## config.mk

```make
export PLATFORM = sky130hd
export DESIGN_NAME = dma_cmd_splitter
export DESIGN_NICKNAME = d
export VERILOG_FILES = /design/src/rtl/dma_split_pkg.sv /design/src/rtl/dma_split_ctrl.sv /design/src/rtl/dma_split_dp.sv /design/src/rtl/dma_tag_track.sv /design/src/rtl/dma_cmd_splitter.sv
export SDC_FILE = /design/constraint.sdc
export NUM_CORES = 1
export LEC_CHECK = 0
export ABC_AREA = 1
export CAP_MARGIN = 5
export CORE_ASPECT_RATIO = 0.9
export CORE_UTILIZATION = 71
export CTS_CLUSTER_DIAMETER = 120
export DETAILED_ROUTE_END_ITERATION = 7
export DONT_BUFFER_PORTS = 1
export PLACE_DENSITY = 0.87
export SLEW_MARGIN = 30
export SYNTH_ARGS = -nofsm -noshare
export SYNTH_HDL_FRONTEND = slang
export SYNTH_SLANG_ARGS = --single-unit
```

## constraint.sdc

```tcl
create_clock -name clk -period 5.65 [get_ports clk]
set_input_delay 1.13 -clock clk [delete_from_list [all_inputs] [get_ports clk]]
set_output_delay 1.13 -clock clk [all_outputs]
set_load 0.02 [all_outputs]
```

## src/rtl/dma_split_pkg.sv

```systemverilog
package dma_split_pkg;

  typedef enum logic {
    ST_IDLE = 1'b0,
    ST_BUSY = 1'b1
  } splitState_t;

  // strobes from control to datapath
  typedef struct packed {
    logic loadCmd;  // capture a legal command
    logic stepPkt;  // a packet was handed off
  } splitStrobe_t;

endpackage

```

## src/rtl/dma_split_ctrl.sv

```systemverilog
module dma_split_ctrl
  import dma_split_pkg::*;
#(
  parameter int SIZE_W   = 15,
  parameter int GAP      = 8,
  parameter int MAX_SIZE = 16384
) (
  input  logic              clk,
  input  logic              rst_n,
  input  logic              cmdValid,
  input  logic [SIZE_W-1:0] cmdSize,
  input  logic [3:0]        cmdLocalLow,
  input  logic [3:0]        cmdSysLow,
  input  logic              pktReady,
  input  logic              lastPkt,
  output logic              cmdReady,
  output logic              pktValid,
  output logic              cmdErr,
  output splitStrobe_t      strobe
);

  localparam int GAP_W = (GAP > 1) ? $clog2(GAP) : 1;

  splitState_t       state, stateNext;
  logic [GAP_W-1:0]  gapCnt;
  logic              smallSize, bigSize, alignOk, cmdLegal, cmdTake;
  logic [3:0]        alignMask;

  always_comb begin
    smallSize = (cmdSize == SIZE_W'(1)) || (cmdSize == SIZE_W'(2)) ||
                (cmdSize == SIZE_W'(4)) || (cmdSize == SIZE_W'(8));
    bigSize   = (cmdSize[3:0] == 4'd0) && (cmdSize != '0) &&
                (cmdSize <= SIZE_W'(MAX_SIZE));
    alignMask = smallSize ? (cmdSize[3:0] - 4'd1) : 4'hF;
    alignOk   = ((cmdLocalLow | cmdSysLow) & alignMask) == 4'd0;
    cmdLegal  = (smallSize || bigSize) && alignOk;
  end

  assign cmdReady       = (state == ST_IDLE);
  assign pktValid       = (state == ST_BUSY) && (gapCnt == '0);
  assign cmdTake        = cmdValid && cmdReady;
  assign strobe.loadCmd = cmdTake && cmdLegal;
  assign strobe.stepPkt = pktValid && pktReady;

  always_comb begin
    stateNext = state;
    case (state)
      ST_IDLE: if (strobe.loadCmd) stateNext = ST_BUSY;
      ST_BUSY: if (strobe.stepPkt && lastPkt) stateNext = ST_IDLE;
      default: stateNext = ST_IDLE;
    endcase
  end

  always_ff @(posedge clk or negedge rst_n) begin
    if (!rst_n) begin
      state  <= ST_IDLE;
      gapCnt <= '0;
      cmdErr <= 1'b0;
    end else begin
      state  <= stateNext;
      cmdErr <= cmdTake && !cmdLegal;
      if (strobe.stepPkt)
        gapCnt <= GAP_W'(GAP - 1);
      else if (gapCnt != '0)
        gapCnt <= gapCnt - GAP_W'(1);
    end
  end

endmodule

```

## src/rtl/dma_split_dp.sv

```systemverilog
module dma_split_dp
  import dma_split_pkg::*;
#(
  parameter int LADDR_W   = 18,
  parameter int SADDR_W   = 32,
  parameter int SIZE_W    = 15,
  parameter int TAG_W     = 5,
  parameter int PKT_BYTES = 128
) (
  input  logic                          clk,
  input  logic                          rst_n,
  input  splitStrobe_t                  strobe,
  input  logic [LADDR_W-1:0]            cmdLocalAddr,
  input  logic [SADDR_W-1:0]            cmdSysAddr,
  input  logic [SIZE_W-1:0]             cmdSize,
  input  logic                          cmdWrite,
  input  logic [TAG_W-1:0]              cmdTag,
  output logic [LADDR_W-1:0]            pktLocalAddr,
  output logic [SADDR_W-1:0]            pktSysAddr,
  output logic [$clog2(PKT_BYTES):0]    pktBytes,
  output logic                          pktWrite,
  output logic [TAG_W-1:0]              pktTag,
  output logic                          lastPkt
);

  localparam int PKT_W = $clog2(PKT_BYTES) + 1;

  logic [SIZE_W-1:0] remain;

  assign lastPkt  = (remain <= SIZE_W'(PKT_BYTES));
  assign pktBytes = lastPkt ? remain[PKT_W-1:0] : PKT_W'(PKT_BYTES);

  always_ff @(posedge clk or negedge rst_n) begin
    if (!rst_n) begin
      remain       <= '0;
      pktLocalAddr <= '0;
      pktSysAddr   <= '0;
      pktWrite     <= 1'b0;
      pktTag       <= '0;
    end else if (strobe.loadCmd) begin
      remain       <= cmdSize;
      pktLocalAddr <= cmdLocalAddr;
      pktSysAddr   <= cmdSysAddr;
      pktWrite     <= cmdWrite;
      pktTag       <= cmdTag;
    end else if (strobe.stepPkt) begin
      remain       <= remain - SIZE_W'(PKT_BYTES);
      pktLocalAddr <= pktLocalAddr + LADDR_W'(PKT_BYTES);
      pktSysAddr   <= pktSysAddr + SADDR_W'(PKT_BYTES);
    end
  end

endmodule

```

## src/rtl/dma_tag_track.sv

```systemverilog
module dma_tag_track #(
  parameter int TAG_W = 5,
  parameter int CNT_W = 8
) (
  input  logic                  clk,
  input  logic                  rst_n,
  input  logic                  issueFire,
  input  logic [TAG_W-1:0]      issueTag,
  input  logic                  ackValid,
  input  logic [TAG_W-1:0]      ackTag,
  input  logic                  waitValid,
  input  logic [(1<<TAG_W)-1:0] waitMask,
  output logic [(1<<TAG_W)-1:0] tagIdle,
  output logic                  waitReady
);

  localparam int NUM_TAGS = 1 << TAG_W;

  for (genvar g = 0; g < NUM_TAGS; g++) begin : gTag
    logic [CNT_W-1:0] cnt;
    logic incHit, decHit;

    assign incHit     = issueFire && (issueTag == TAG_W'(g));
    assign decHit     = ackValid && (ackTag == TAG_W'(g)) && (cnt != '0);
    assign tagIdle[g] = (cnt == '0);

    always_ff @(posedge clk or negedge rst_n) begin
      if (!rst_n)
        cnt <= '0;
      else if (incHit && !decHit)
        cnt <= cnt + CNT_W'(1);
      else if (decHit && !incHit)
        cnt <= cnt - CNT_W'(1);
    end
  end

  assign waitReady = waitValid && ((waitMask & ~tagIdle) == '0);

endmodule

```

## src/rtl/dma_cmd_splitter.sv

```systemverilog
module dma_cmd_splitter
  import dma_split_pkg::*;
#(
  parameter int LADDR_W   = 18,
  parameter int SADDR_W   = 32,
  parameter int SIZE_W    = 15,
  parameter int TAG_W     = 5,
  parameter int CNT_W     = 8,
  parameter int PKT_BYTES = 128,
  parameter int GAP       = 8,
  parameter int MAX_SIZE  = 16384
) (
  input  logic                         clk,
  input  logic                         rst_n,
  input  logic                         cmdValid,
  output logic                         cmdReady,
  input  logic [LADDR_W-1:0]           cmdLocalAddr,
  input  logic [SADDR_W-1:0]           cmdSysAddr,
  input  logic [SIZE_W-1:0]            cmdSize,
  input  logic                         cmdWrite,
  input  logic [TAG_W-1:0]             cmdTag,
  output logic                         cmdErr,
  output logic                         pktValid,
  input  logic                         pktReady,
  output logic [LADDR_W-1:0]           pktLocalAddr,
  output logic [SADDR_W-1:0]           pktSysAddr,
  output logic [$clog2(PKT_BYTES):0]   pktBytes,
  output logic                         pktWrite,
  output logic [TAG_W-1:0]             pktTag,
  output logic                         pktLast,
  input  logic                         ackValid,
  input  logic [TAG_W-1:0]             ackTag,
  output logic [(1<<TAG_W)-1:0]        tagIdle,
  input  logic                         waitValid,
  input  logic [(1<<TAG_W)-1:0]        waitMask,
  output logic                         waitReady
);

  splitStrobe_t strobe;
  logic         lastPkt;

  dma_split_ctrl #(
    .SIZE_W(SIZE_W), .GAP(GAP), .MAX_SIZE(MAX_SIZE)
  ) ctrl_i (
    .clk(clk), .rst_n(rst_n), .cmdValid(cmdValid), .cmdSize(cmdSize),
    .cmdLocalLow(cmdLocalAddr[3:0]), .cmdSysLow(cmdSysAddr[3:0]),
    .pktReady(pktReady), .lastPkt(lastPkt), .cmdReady(cmdReady),
    .pktValid(pktValid), .cmdErr(cmdErr), .strobe(strobe)
  );

  dma_split_dp #(
    .LADDR_W(LADDR_W), .SADDR_W(SADDR_W), .SIZE_W(SIZE_W),
    .TAG_W(TAG_W), .PKT_BYTES(PKT_BYTES)
  ) dp_i (
    .clk(clk), .rst_n(rst_n), .strobe(strobe), .cmdLocalAddr(cmdLocalAddr),
    .cmdSysAddr(cmdSysAddr), .cmdSize(cmdSize), .cmdWrite(cmdWrite),
    .cmdTag(cmdTag), .pktLocalAddr(pktLocalAddr), .pktSysAddr(pktSysAddr),
    .pktBytes(pktBytes), .pktWrite(pktWrite), .pktTag(pktTag),
    .lastPkt(lastPkt)
  );

  assign pktLast = lastPkt;

  dma_tag_track #(
    .TAG_W(TAG_W), .CNT_W(CNT_W)
  ) track_i (
    .clk(clk), .rst_n(rst_n), .issueFire(strobe.stepPkt), .issueTag(pktTag),
    .ackValid(ackValid), .ackTag(ackTag), .waitValid(waitValid),
    .waitMask(waitMask), .tagIdle(tagIdle), .waitReady(waitReady)
  );

endmodule

```

==> Word level (Yosys, flattened, before mapping) <==
Cells that the tools add are included.
{ "op_classes": {"n_lt_le_gt_ge": 2, "reduce_logical": 345, "n_eq_ne": 66, "add_sub_neg": 69, "n_bitwise": 5, "n_mux": 77} }
{ "op_table": {"columns": ["cell", "count"], "rows": [
  ["8-bit 2-to-1 mux", 65],
  ["8-bit by 1-bit adder with 8-bit output, second input constant", 32],
  ["8-bit zero test", 32],
  ["8-bit nonzero test", 32],
  ["8-bit by 1-bit subtractor with 8-bit output, second input constant", 32],
  ["1-bit logical AND", 170],
  ["5-bit equality test, second input constant", 32],
  ["5-bit by 4-bit equality test with 1-bit output, second input constant", 16],
  ["2-bit nonzero test", 34],
  ["1-bit zero test", 65],
  ["32-bit 2-to-1 mux", 2],
  ["5-bit by 3-bit equality test with 1-bit output, second input constant", 8],
  ["18-bit 2-to-1 mux", 2],
  ["32-bit by 8-bit adder with 32-bit output, second input constant", 1],
  ["32-bit bitwise AND", 1],
  ["32-bit zero test", 1],
  ["32-bit inverter", 1],
  ["15-bit 2-to-1 mux", 2],
  ["5-bit by 2-bit equality test with 1-bit output, second input constant", 4],
  ["18-bit by 8-bit adder with 18-bit output, second input constant", 1],
  ["15-bit by 1-bit equality test with 1-bit output, second input constant", 1],
  ["15-bit by 2-bit equality test with 1-bit output, second input constant", 1],
  ["15-bit by 3-bit equality test with 1-bit output, second input constant", 1],
  ["15-bit by 4-bit equality test with 1-bit output, second input constant", 1],
  ["other kinds (19)", 27]
]} }
{ "word_totals": {"ff_bits": 332, "input_bits": 114, "out_inout_bits": 101} }

==> Depth between registers and ports, before layout <==
{ "depth": {"depth_word": 11, "mapped_depth": 23, "ltp_nobuf": 21} }

==> By module <==
From an unflattened synthesis, not the netlist that was laid out.
{ "unflattened": {"cells_unflattened": 3402, "hier_area_um2": 24930.2} }
{ "by_module_without_submodules": {"columns": ["module", "instances", "area_per_inst_um2", "cells_per_inst"], "rows": [
  ["dma_tag_track", 1, 20527.2, 2820],
  ["dma_split_dp", 1, 3881.2, 503],
  ["dma_split_ctrl", 1, 521.8, 79]
]} }

==> Least setup slack after synthesis <==
Ideal clock, no wire load.
{ "synth_timing": {"kind": "input to register", "from": "input port pktReady", "to": "register track_i.gTag[31].cnt[5]", "required_ns": 5.532, "arrival_time_ns": 3.491, "setup_time_ns": 0.118, "stages": 18, "path_buffers": 2, "setup_slack_ns": 2.042, "cell_sequence": "nand2_1 -> buf_2 -> clkinv_1 -> nand2_1 -> buf_2 -> nor2_1 -> ha_1 -> inv_1 -> ha_1 -> a21oi_1 -> nand2_1 -> nand2_1 -> nand2_1 -> a21oi_1 -> inv_1 -> or2_2 -> nand3_1 -> nand2_1"} }
{ "synth_between": {"elab_chain_cells": 5, "word_cells_on_any_way": 7, "cone_classes": "mux (1); reduce/logical (6)"} }
{ "synth_rtl": {"columns": ["item", "line_no", "text"], "rows": [
  ["start: declaration", "dma_cmd_splitter.sv:24", "input logic pktReady,"],
  ["1-bit logical AND *", "dma_split_ctrl.sv:43", "assign strobe.stepPkt = pktValid && pktReady;"],
  ["1-bit logical AND *", "dma_tag_track.sv:23", "assign incHit = issueFire && (issueTag == TAG_W'(g));"],
  ["1-bit zero test", "dma_tag_track.sv:32", "else if (decHit && !incHit)"],
  ["1-bit logical AND", "dma_tag_track.sv:32", null],
  ["2-bit nonzero test (no source line)", null, null],
  ["end signal: assignment", "dma_tag_track.sv:31", "cnt <= cnt + CNT_W'(1);"],
  ["end signal: assignment", "dma_tag_track.sv:33", "cnt <= cnt - CNT_W'(1);"],
  ["end: declaration", "dma_tag_track.sv:20", "logic [CNT_W-1:0] cnt;"]
]} }
Every way passes the cells marked *; elsewhere a longest branch is shown, timed or not.
A chain may end at the register's enable or synchronous reset.

==> Worst setup path after layout <==
{ "layout_timing": {"from": "register ctrl_i.gapCnt[0]", "to": "register track_i.gTag[16].cnt[7]"} }
{ "layout_between": {"elab_chain_cells": 7, "word_cells_on_any_way": 9, "cone_classes": "mux (1); reduce/logical (8)"} }
{ "layout_rtl": {"columns": ["item", "line_no", "text"], "rows": [
  ["start: declaration", "dma_split_ctrl.sv:25", "logic [GAP_W-1:0] gapCnt;"],
  ["start signal: assignment", "dma_split_ctrl.sv:63", "gapCnt <= GAP_W'(GAP - 1);"],
  ["start signal: assignment", "dma_split_ctrl.sv:65", "gapCnt <= gapCnt - GAP_W'(1);"],
  ["3-bit zero test *", "dma_split_ctrl.sv:40", "assign pktValid = (state == ST_BUSY) && (gapCnt == '0);"],
  ["1-bit logical AND *", "dma_split_ctrl.sv:40", null],
  ["named net pktValid", "dma_cmd_splitter.sv:23", "output logic pktValid,"],
  ["1-bit logical AND *", "dma_split_ctrl.sv:43", null],
  ["1-bit logical AND *", "dma_tag_track.sv:23", null],
  ["1-bit zero test", "dma_tag_track.sv:32", null],
  ["1-bit logical AND", "dma_tag_track.sv:32", null],
  ["2-bit nonzero test (no source line)", null, null],
  ["end signal: assignment", "dma_tag_track.sv:31", null],
  ["end signal: assignment", "dma_tag_track.sv:33", null],
  ["end: declaration", "dma_tag_track.sv:20", null]
]} }
The timed path passes the listed nets; every way through them passes the cells marked *.

==> flow_metrics.tcl <==
set metrics [dict create \
    run_status "finished clean" \
    final.fill_count 2343 \
    clock_skew_ns 0.00917 \
    core_area_um2 32900 \
    drv_cap 0 \
    relSlewSlack_pct 40.5 \
    drive_above_1_share_pct 4.13 \
    synth_cell_type_count 34 \
    htree_levels 2 \
    postSynthRegisterBits 332 \
    rsz0062_at_grt "no" \
    cts.root.buffer_cell "clkbuf_16" \
    leading_cell_type_by_number_of_instances_after_synthesis "nand2_1" \
    power.ir.vdd_worst_v 0.000369 \
    post_cts_hold_buffer_count 0 \
    yosys-top-cells-count "nand2_1 (896), inv_1 (373), dfrtp_1 (332), nand3_1 (309), nor2_1 (277)" \
    critPathRequiredTime_ns 6.08 \
    largest_stage_delay_worst_path_ns 0.44 \
    initial_utilization_pct 72.2 \
    numPortBuffers 0 \
    max_clk_rate_mhz 244 \
    cp_data_arrival_time_ns 4.52 \
    synthArstFlopShare_pct 100 \
    num_vias 21600 \
    numCtsBuffers 38 \
    worst_setup_path_end_kind "flop" \
    least_setup_slack_across_all_paths_after_layout_ns 1.56 \
    critical_path.cell_chain "inv_1 > ha_1 > nand2_1 > nor2_1 > nand2_2 > clkinv_1 > nand2_1 > nor2_1 > ha_1 > inv_1 > ha_1 > a21oi_1 > nand2_1 > a21oi_1 > nor2_1 > o21ai_0 > nand2_1 > nand2_1 > nand2_1 > nand2_1 > nand2_1" \
    routabilityCongestion 0.954 \
    worst_setup_path_start_kind "flop" \
    critical_path.slowest_cell "nor2_1" \
    routed.top_layer "met5" \
    worst_hold_slack_ns 0.279 \
    dieArea_um2 34300 \
    io-pin-count 215 \
    numClockSinks 332 \
    drt_drc_violations_left 0 \
    maxSlewViolCount 0 \
    grt_antenna_before_repair 7 \
    met1_length_um 24200 \
    height_of_the_die_um 176 \
    critical_path.most_common_cell "nand2_1" \
    final_setup_violations 0 \
    drtIter0Drc 1647 \
    r2r.worst_path.cells 21 \
    cts.repair.resized 0 \
    areaGrowthSynthToFinish_pct 6.63 \
    layoutNonFillerInstCount 3643 \
    dr_wl_met3_um 5030 \
    met2_wire_length_um 27900 \
    synth-edff-count 0 \
    place_worst_setup_slack_ns 1.60 \
    synth.top_cell.area_share_pct 34.9 \
    die_x_um 195 \
    placement_rows 63 \
    setup.reg_to_reg.worst_slack_ns 1.56 \
    synthesis.yosys.warnings 0 \
    final_min_period_over_clock_period_pct 72.4 \
    synthTopCellsByArea "dfrtp_1 (35%), nand2_1 (14%), ha_1 (12%)" \
    netlist_area_um2 23800 \
    drt-wirelength-per-cell_um 16.4 \
    final_setup_tns_ns 0 \
    drt-pass1-iter-count 7 \
    drt.antenna.violating_nets 0 \
    timing_hold_violations_final 0 \
    synthesis.instances 3210 \
    synthesis.area_per_instance_um2 7.42 \
    power.leakage_nw 13.1 \
    post-place-cells 3573 \
    timing.hold.worst.class "in2async" \
    power.density_nw_per_um2 346 \
    vias_in_the_first_global_route 20800 \
    critPathMaxFanout 7 \
    synth_area_leader_cell "dfrtp_1" \
    gr-usage-all-layers_pct 35.2 \
    postSynthNetCount 3589 \
    cts_tree "done" \
    dp_hpwl_um 43600 \
    path_clk_slew_ns 0.06 \
    worst-setup-path-type "reg2reg" \
    avg_vias_per_cell 5.93 \
    global_route_wire_length_before_repair_um 99200 \
    post_cts.repair.setup_buffers 0 \
    timing.rr.end "track_i.gTag[16].cnt[7]" \
    postSynth.topFlopCell "dfrtp_1" \
    post-route-min-period_ns 4.09 \
    wl_um 59700 \
    clock_insertion_delay_worst_skew_ns 0.54 \
    tightest_slew_ns 0.893 \
    startpoint_of_the_worst_slack_reg_to_reg_timing_path "ctrl_i.gapCnt[0]" \
    portion_of_the_post_synthesis_area_used_by_sequential_elements_pct 34.9 \
    grt_overflow 0 \
    maximum_number_of_pins_on_one_net_before_global_route_repair 333 \
    max-clock-path-buffers 3 \
    finish.net_count 3570 \
]
[final cells by class]
| type | instances | area, µm² | area share [%] |
|---|---|---|---|
| inverters | 374 | 1400 | 5.53 |
| diodes | 4 | 10.0 | 0.0394 |
| repair buffers | 5 | 37.5 | 0.148 |
| flip-flops and latches | 332 | 8310 | 32.7 |
| multi-input cells | 2440 | 13800 | 54.4 |
| clock buffers | 58 | 1190 | 4.69 |
| well taps | 422 | 528 | 2.08 |
| clock inverters | 8 | 92.6 | 0.365 |
[registers in the layout, indices dropped and copies added (netlist names)]
register	count
ctrl_i.cmdErr	1
ctrl_i.gapCnt	3
ctrl_i.state	1
dp_i.pktLocalAddr	18
dp_i.pktSysAddr	32
dp_i.pktTag	5
dp_i.pktWrite	1
dp_i.remain	15
track_i.gTag.cnt	256
[cell usage in the layout (no fill, tap or decap)]
cell type	count
a21oi_1	179
a22oi_1	1
nor2_4	2
clkinv_1	1
clkbuf_16	41
o211ai_1	3
clkinvlp_4	1
nor4_1	23
o22ai_1	21
or2_2	39
buf_4	5
nor2_8	1
xnor2_1	76
o21ai_2	2
nand2_4	1
nand2_2	5
clkbuf_8	10
a211oi_1	8
fa_1	32
o21ai_0	203
xor2_1	48
nor3_1	8
nor2_1	276
dfrtp_1	332
nand3b_1	13
a22o_1	8
ha_1	233
nand4_1	30
inv_1	373
clkbuf_1	7
diode_2	4
nand3_1	309
nand3_2	18
nand2_1	895
nor2_2	1
clkinv_2	5
bufinv_16	2
o21ai_1	5
[how the worst max path moves through the flow]
stage	startpoint	to	slack (ns)
final	ctrl_i.gapCnt[0]	track_i.gTag[16].cnt[7]	1.56
after detailed placement	ackValid	track_i.gTag[16].cnt[7]	1.60
after CTS	ctrl_i.gapCnt[0]	track_i.gTag[24].cnt[7]	1.68
after floorplan	pktReady	track_i.gTag[31].cnt[5]	2.04
after global routing	ctrl_i.gapCnt[0]	track_i.gTag[19].cnt[7]	1.19
after global placement	ackValid	track_i.gTag[12].cnt[7]	1.62
[layer usage]
metal,up-vias,global-route usage (%)
met2,846,59.2
met4,6,14.3
met5,-,0
li1,10400,-
met3,191,7.80
met1,10100,44.2
[report_power, final]
part | switching [mW] | total (mW) | internal, mW
Sequential | 0.518 | 3.35 | 2.83
Combinational | 1.75 | 2.89 | 1.14
Clock | 1.01 | 2.55 | 1.54
Total | 3.28 | 8.79 | 5.51
[worst max-delay path: cells and delay by family (launching register included)]
| family | cells | cell delay [ns] |
|---|---|---|
| flip-flops | 1 | 0.37 |
| buffers and inverters | 3 | 0.36 |
| AND/OR/NAND/NOR | 12 | 1.82 |
| adder cells (fa/ha/maj) | 3 | 0.81 |
| AO/OA/AOI/OAI | 3 | 0.63 |
[cells by family (layout without fill, tap and decap cells)]
group	after synthesis	after routing	synth area share, %
other cells	0	4	0
flops	332	332	34.9
xor+xnor	124	124	4.56
compound gates	430	430	9.43
fa+ha+maj	265	265	14.9
simple gates	1621	1621	29.1
buf+inv	438	445	7.11
[per-stage QoR]
step	utilization (%)	area [µm²]	total power, mW
floorplan	-	23800	5.53
global placement	73.1	24100	5.97
detailed placement	73.1	24100	6.18
CTS	77.0	25400	8.77
global route	77.0	25400	9.42
finish	77.0	25400	8.79
Power figures use the tool's default switching activity.
